[src/rtl/serpar_pkg.sv]
package serpar_pkg;
  typedef struct packed {
    logic force_n;
    logic sense_sel;
    logic float_n;
  } drive_ctl_t;
endpackage

[src/rtl/serpar_edge.sv]
module serpar_edge #(
  parameter int STAGES = 2
) (
  input  logic clk,
  input  logic rst,
  input  logic async_in,
  output logic rise
);
  logic [STAGES:0] pipe;

  always_ff @(posedge clk) begin
    if (rst) pipe <= '0;
    else     pipe <= {pipe[STAGES-1:0], async_in};
  end

  assign rise = pipe[STAGES-1] & ~pipe[STAGES];

  AST_RISE_SINGLE: assert property (@(posedge clk) disable iff (rst)
    rise |=> !rise);
endmodule

[src/rtl/serpar_shift.sv]
module serpar_shift #(
  parameter int WIDTH = 8
) (
  input  logic             clk,
  input  logic             rst,
  input  logic             step,
  input  logic             bit_in,
  output logic [WIDTH-1:0] stages
);
  always_ff @(posedge clk) begin
    if (rst)       stages <= '0;
    else if (step) stages <= {stages[WIDTH-2:0], bit_in};
  end

  AST_SHIFT_ADVANCE: assert property (@(posedge clk) disable iff (rst)
    step |=> stages == {$past(stages[WIDTH-2:0]), $past(bit_in)});
  AST_SHIFT_IDLE: assert property (@(posedge clk) disable iff (rst)
    !step |=> $stable(stages));
endmodule

[src/rtl/serpar_latch.sv]
module serpar_latch #(
  parameter int WIDTH = 8
) (
  input  logic             clk,
  input  logic             rst,
  input  logic             open_en,
  input  logic [WIDTH-1:0] d,
  output logic [WIDTH-1:0] q
);
  always_ff @(posedge clk) begin
    if (rst)          q <= '0;
    else if (open_en) q <= d;
  end

  AST_LATCH_FOLLOW: assert property (@(posedge clk) disable iff (rst)
    open_en |=> q == $past(d));
  AST_LATCH_HOLD: assert property (@(posedge clk) disable iff (rst)
    !open_en |=> $stable(q));
endmodule

[src/rtl/serpar_outstage.sv]
module serpar_outstage
  import serpar_pkg::*;
#(
  parameter int WIDTH = 8
) (
  input  logic             clk,
  input  logic             rst,
  input  drive_ctl_t       ctl,
  input  logic [WIDTH-1:0] held,
  output logic [WIDTH-1:0] level,
  output logic [WIDTH-1:0] oe
);
  logic [WIDTH-1:0] level_nxt;

  for (genvar i = 0; i < WIDTH; i++) begin : g_bit
    always_comb begin
      if (!ctl.force_n) level_nxt[i] = ~ctl.sense_sel;
      else              level_nxt[i] = ctl.sense_sel ? held[i] : ~held[i];
    end
  end

  always_ff @(posedge clk) begin
    if (rst) begin
      level <= '0;
      oe    <= '0;
    end else begin
      level <= level_nxt;
      oe    <= {WIDTH{ctl.float_n}};
    end
  end

  AST_FLOAT_ALL: assert property (@(posedge clk) disable iff (rst)
    !ctl.float_n |=> oe == '0);
  AST_DRIVE_ALL: assert property (@(posedge clk) disable iff (rst)
    ctl.float_n |=> oe == '1);
  AST_FORCE_HIGH: assert property (@(posedge clk) disable iff (rst)
    (!ctl.force_n && !ctl.sense_sel) |=> level == '1);
  AST_FORCE_LOW: assert property (@(posedge clk) disable iff (rst)
    (!ctl.force_n && ctl.sense_sel) |=> level == '0);
  AST_TRUE_DATA: assert property (@(posedge clk) disable iff (rst)
    (ctl.force_n && ctl.sense_sel) |=> level == $past(held));
  AST_INV_DATA: assert property (@(posedge clk) disable iff (rst)
    (ctl.force_n && !ctl.sense_sel) |=> level == ~$past(held));
endmodule

[src/rtl/serpar_drive.sv]
module serpar_drive
  import serpar_pkg::*;
#(
  parameter int WIDTH       = 8,
  parameter int SYNC_STAGES = 2
) (
  input  logic             clk,
  input  logic             rst,
  input  logic             ser_in,
  input  logic             sclk_in,
  input  logic             capture,
  input  logic             force_n,
  input  logic             sense_sel,
  input  logic             float_n,
  output logic [WIDTH-1:0] out_level,
  output logic [WIDTH-1:0] out_oe,
  output logic             chain_out
);
  logic             step;
  logic [WIDTH-1:0] shift_q;
  logic [WIDTH-1:0] latch_q;
  drive_ctl_t       ctl;

  assign ctl = '{force_n: force_n, sense_sel: sense_sel, float_n: float_n};

  serpar_edge #(.STAGES(SYNC_STAGES)) u_edge (
    .clk(clk), .rst(rst), .async_in(sclk_in), .rise(step)
  );

  serpar_shift #(.WIDTH(WIDTH)) u_shift (
    .clk(clk), .rst(rst), .step(step), .bit_in(ser_in), .stages(shift_q)
  );

  serpar_latch #(.WIDTH(WIDTH)) u_latch (
    .clk(clk), .rst(rst), .open_en(capture), .d(shift_q), .q(latch_q)
  );

  serpar_outstage #(.WIDTH(WIDTH)) u_out (
    .clk(clk), .rst(rst), .ctl(ctl), .held(latch_q),
    .level(out_level), .oe(out_oe)
  );

  assign chain_out = shift_q[WIDTH-1];

  AST_CHAIN_LAST: assert property (@(posedge clk) disable iff (rst)
    step |=> chain_out == $past(shift_q[WIDTH-2]));
  AST_RESET_CLEAR: assert property (@(posedge clk)
    rst |=> (out_oe == '0 && out_level == '0 && !chain_out));
endmodule

[config.mk]
export PLATFORM = sky130hd
export DESIGN_NAME = serpar_drive
export DESIGN_NICKNAME = d
export VERILOG_FILES = /design/src/rtl/serpar_pkg.sv /design/src/rtl/serpar_edge.sv /design/src/rtl/serpar_shift.sv /design/src/rtl/serpar_latch.sv /design/src/rtl/serpar_outstage.sv /design/src/rtl/serpar_drive.sv
export SDC_FILE = /design/constraint.sdc
export NUM_CORES = 1
export LEC_CHECK = 0
export BUFFER_PORTS_ARGS = -buffer_cell sky130_fd_sc_hd__buf_2
export CORE_ASPECT_RATIO = 1.1
export CORE_UTILIZATION = 51
export DETAILED_ROUTE_END_ITERATION = 10
export MAX_ROUTING_LAYER = met4
export PLACE_DENSITY = 0.88
export SYNTH_ARGS = -nofsm -noshare
export SYNTH_HDL_FRONTEND = slang
export SYNTH_SLANG_ARGS = --single-unit
[constraint.sdc]
create_clock -name clk -period 1.2 [get_ports clk]
set_clock_uncertainty 0.1 [all_clocks]
set_input_delay 0.24 -clock clk [delete_from_list [all_inputs] [get_ports clk]]
set_output_delay 0.24 -clock clk [all_outputs]
set_load 0.1 [all_outputs]
==> run metrics, run 1 <==
outcome finished, violations left; failing checks negative setup slack; post-layout util 0.776; Die Ht 49.8 um; Comb power frac 0.227; total power roughly 1.8 mW; cell accounting for the most synthesized area dfxtp_1; fin crit period 1390 ps; drc violations 0; Slew Limit Headroom 0.822; Internal 1.22 mW; HP Class in -> reg; largest net degree at the start of global routing 16; global-route wire length before repair 3080 um; crit path capture type output port; Clock Power Share 0.219; count leader, synth dfxtp_1; CP Cell Sequence buf_12; RR Startpoint u_edge.pipe[1]$_SDFF_PP0_; Post-synth top flop dfxtp_1; Core Footprint between 0.0015 and 0.002 mm2; post-route ant nets 0; synth cell count leaders 28 x dfxtp_1, 23 x mux2i_1, 9 x buf_4, 9 x nand2b_1; fin crit share 1.16; Post-synth EDFFs 0; initial drt markers 7; Critical Path Start u_out.oe[0]$_SDFF_PP0_; Mapped Area 0.00106 mm2; I/O Buffers 24; Switching Fraction 0.306; # nets final 125; TritonCTS Buffers 3; Vias per Instance a little under 5; Crit Path Max Fanout 8; Peak VDD IR 871 uV; final worst slack -191 ps; critical path class reg -> out; TritonCTS Sinks 28; initial antenna violation count 0; share of the synthesized area in the top cell type 0.530; H-tree levels 1; CP delay by family, top flip-flops; worst hold slack 28.3 ps; Arr. time, crit path 1050 ps; Power Dens Cells 1220 mW/mm2; RSZ-0062 raised after global routing yes; worst hold start float_n; Worst-path clk slew 140 ps; total global routing overflow 0; die area 0.00226 mm2; syn_area_per_cell 10.8 um2; final WL around 1900 um; Worst EP required 860 ps; WL per Instance 13.1 um; vias in the first global route about 700; worst slew pin tran 267 ps; YS warnings 0; Seq cells post-synth 28; vias around 700; DPL Wire Length 1480 um; Reg power frac 0.554; Hold Fails Final Rpt 0; ratio of cells with drive above 1 in the final layout 0.353; FP Rows 16; asr flop ratio synth 0; CP Launch Type flip-flop; clock latency on the worst-skew pair 310 ps; Initial DRT Pass Iterations 4; Worst path slowest cell dfxtp_4; Ports 25; GPL Wtd Cong 0.758; clk root buf clkbuf_4; Initial Utilization 0.569; Worst Path Buf+Inv 1; Layout area overhead 36.4%; clk buf depth 2; n_diodes 0; Die W 45.4 um; Synth area leaders dfxtp_1 53%, mux2i_1 22%, buf_4 6.4%; max-cap violations 0; Leakage roughly 0.64 nW; Cells after Synth 98; Final Max Slew Viols 0; P_sw 0.540 mW; Final setup viols 10; syn nets between 100 and 150; post-synthesis cell type count 14; CTS tree done; register area share after synthesis 0.530; Achievable Freq 719 MHz; worst stage delay on the critical path 520 ps; All-Layer GR Usage 0.191
## per-stage QoR
step	instances	cell area (um2)	setup slack, ps	TNS [ps]
2_1_floorplan	98	1080	-48.0	-240
5_1_grt	143	1440	-243	-2220
3_5_place_dp	137	1400	102	0
4_1_cts	142	1440	-204	-1670
6_report	143	1440	-191	-1530
3_3_place_gp	137	1400	172	0
## cells in the final DEF (no fill, tap or decap)
cell type / instances
mux2i_1: 23
buf_2: 7
nand2_1: 8
nand4bb_1: 1
nand2b_1: 9
dfxtp_2: 8
buf_12: 17
clkbuf_1: 1
o21ai_1: 1
or2_1: 1
dfxtp_4: 2
dfxtp_1: 18
buf_4: 4
nor2b_1: 5
nor2_1: 8
clkbuf_4: 3
## kinds of logic after synthesis
logic type / count (synthesis) / synth area share
simple gates: 32 / 0.156
flops: 28 / 0.530
compound gates: 1 / 0.00472
mux: 23 / 0.217
buf+inv: 14 / 0.0922
## area by class of cell
class                      count  area, um2
clock buffer                   4       26.3
sequential                    28        578
multi-input combinational     56        400
fill                         125        418
timing repair buffer          28        405
tap                           27       33.8
## metal layers
| metal | up-vias | wire length [um] | track usage |
|---|---|---|---|
| met1 | 335 | 762 | 0.210 |
| met5 | - | 0 | - |
| met2 | 14 | 1060 | 0.340 |
| met4 | 0 | 6 | 0.0455 |
| met3 | 2 | 47 | 0.0366 |
| li1 | 346 | - | - |
## path summary, 6_finish.rpt
kind | end | slack, ps | depth (start not counted)
hold reg to reg | u_edge.pipe[1]$_SDFF_PP0_ | 360 | 1
setup reg to reg | u_shift.stages[1]$_SDFFE_PP0P_ | 120 | 3
setup / recovery | out_oe[1] | -190 | 1
hold / removal | u_out.oe[0]$_SDFF_PP0_ | 30 | 2
## registers in the layout (all words and copies together) (netlist names)
name,flops
u_out.level,8
u_shift.stages,8
u_out.oe,1
u_latch.q,8
u_edge.pipe,3
## power groups by stage
stage | Sequential, mW | Combinational [mW] | Clock, mW
floorplan | 1.10 | 0.174 | 0
global route | 0.981 | 0.412 | 0.430
global placement | 0.999 | 0.397 | 0
CTS | 0.979 | 0.402 | 0.389
detailed placement | 1.00 | 0.402 | 0
finish | 0.978 | 0.400 | 0.386
## what timing repair did
action,in CTS,in global routing
buffers inserted,1,1
setup endpoints to repair,14,17
gates resized for setup,1,0
hold buffers,0,0
No activity file was read; power rests on OpenSTA's default activity.
==> inputs of run 2 (changes only) <==
--- a/config.mk
+++ b/config.mk
@@ -6,11 +6,12 @@
 export NUM_CORES = 1
 export LEC_CHECK = 0
 export BUFFER_PORTS_ARGS = -buffer_cell sky130_fd_sc_hd__buf_2
+export CAP_MARGIN = 0
 export CORE_ASPECT_RATIO = 1.1
-export CORE_UTILIZATION = 51
+export CORE_UTILIZATION = 54
 export DETAILED_ROUTE_END_ITERATION = 10
 export MAX_ROUTING_LAYER = met4
-export PLACE_DENSITY = 0.88
+export PLACE_DENSITY = 0.92
 export SYNTH_ARGS = -nofsm -noshare
 export SYNTH_HDL_FRONTEND = slang
 export SYNTH_SLANG_ARGS = --single-unit
==> constraint.sdc (replaced) <==
create_clock -name clk -period 1.6 [get_ports clk]
set_clock_uncertainty 0.1 [all_clocks]
set_input_delay 0.32 -clock clk [delete_from_list [all_inputs] [get_ports clk]]
set_output_delay 0.32 -clock clk [all_outputs]
set_load 0.1 [all_outputs]
==> run metrics, run 2 (same netlist as run 1, synthesis figures left out) <==
worst slew pin tran 487 ps (+220 ps); Core Footprint 0.00180 mm2 (-3.2%); H-tree levels 1 (unchanged); cell area after layout 0.00118 mm2 (-18%); CP delay by family, top buffers and inverters; WL met2 786 um (-26%); max-cap violations 0 (unchanged); Hold Fails Final Rpt 0 (unchanged); placed cell areas 0.00112 mm2 (-20%); initial drt markers 18 (+11); Layout area overhead 11.2%; Power Dens Cells 1190 mW/mm2 (-2.2%); clk root buf clkbuf_4; final WL 1540 um (-18%); worst stage delay on the critical path 440 ps (-80 ps); initial antenna violation count 0 (unchanged); final worst slack 34.0 ps (+225 ps); Die Ht 48.4 um (-2.7%); Crit Path Max Fanout 8 (unchanged); Die W 44.2 um (-2.7%); GPL Wtd Cong 0.744 (-1.8%); CP Cell Sequence buf_2; ratio of cells with drive above 1 in the final layout 0.272 (-0.0815); Initial Utilization 0.587 (+0.0190); Final setup viols 0 (-10); Vias per Instance 4.98 (+2.1%); TritonCTS Sinks 28 (unchanged); post-route ant nets 0 (unchanged); crit path capture type output port; Worst Path Buf+Inv 1 (unchanged); TritonCTS Buffers 3 (unchanged); total global routing overflow 0 (unchanged); most common cell after layout, fill and taps aside dfxtp_1; WL per Instance 11.6 um (-11%); RR Startpoint u_edge.pipe[1]$_SDFF_PP0_; drc violations 1 (+1); dpl ws 397 ps (+295 ps); Met1 Routed Length 670 um (-12%); RSZ-0062 raised after global routing yes; most frequent cells in the layout 27 x dfxtp_1, 23 x mux2i_1, 22 x buf_2; All-Layer GR Usage 0.173 (-0.0183); Ports 25 (unchanged); # nets final 123 (-1.6%); n_diodes 0 (unchanged); vias in the first global route 641 (-8.0%); Critical Path Start u_out.oe[0]$_SDFF_PP0_; Worst EP required 1180 ps (+320 ps); clk buf depth 2 (unchanged); Arr. time, crit path 1150 ps (+100 ps); outcome finished, violations left; post-layout util 0.653 (-0.122); Final Max Slew Viols 0 (unchanged); fillers 141 (+13%); die area 0.00214 mm2 (-5.3%); largest net degree at the start of global routing 17 (+1); Initial DRT Pass Iterations 9 (+5); worst hold start float_n; FP Rows 16 (unchanged); clock latency on the worst-skew pair 320 ps (about the same); Leakage 0.567 nW (-11%); Slew Limit Headroom 0.677 (-0.145); biggest regs u_latch.q (8), u_out.level (8), u_shift.stages (8); Peak VDD IR 608 uV (-30%); Post-CTS Hold Fix Bufs 0 (unchanged); vias 657 (-5.7%); Worst-path clk slew 140 ps (about the same); critical path class reg -> out; Met3 Wirelength 55 um (+17%); fin crit period 1570 ps; CP Launch Type flip-flop; post-CTS setup buffers 0 (-1); global-route wire length before repair 2720 um (-12%); Worst path slowest cell buf_2; fin crit share 0.979; placed cells 128 (-6.6%); Non-Filler Instances 132 (-7.7%); I/O Buffers 24 (unchanged); highest routed layer met4; CTS tree done; cts repair resizes 0 (-1); Achievable Freq approximately 640 MHz; HP Class in -> reg; failing checks design-rule violations
[run 2: area by class of cell]
type / count / area (um2) / share of cell area
timing repair buffer: 26 / 140 / 0.119
sequential: 28 / 562 / 0.477
multi-input combinational: 56 / 400 / 0.340
clock buffer: 3 / 22.5 / 0.0191
clock inverter: 1 / 30.0 / 0.0255
tap: 18 / 22.5 / 0.0191
[run 2: final timing paths]
kind	slack (ps)	cells after the start	endpoint
max	30	1	out_oe[3]
min reg2reg	360	1	u_edge.pipe[1]$_SDFF_PP0_
min	100	2	u_out.oe[0]$_SDFF_PP0_
max reg2reg	560	3	u_shift.stages[5]$_SDFFE_PP0P_
[run 2: where the power goes]
part / total (mW) / switching, mW / internal, mW
registers: 0.720 / 0.00581 / 0.714
logic: 0.234 / 0.193 / 0.0415
clock network: 0.452 / 0.199 / 0.253
[run 2: metrics by stage]
step | hold WS [ps] | setup TNS [ps] | total power, mW
2_1_floorplan | 314 | 0 | 0.953
3_3_place_gp | 327 | 0 | 0.966
3_5_place_dp | 338 | 0 | 0.970
4_1_cts | 93.5 | 0 | 1.41
5_1_grt | 102 | -110 | 1.46
6_report | 101 | 0 | 1.41
[run 2: per-layer routing]
metal  GRT usage  vias to the layer above
met5           -                        -
met4      0.0758                        0
met3      0.0336                        2
met2       0.275                       16
met1       0.208                      296
li1            -                      343
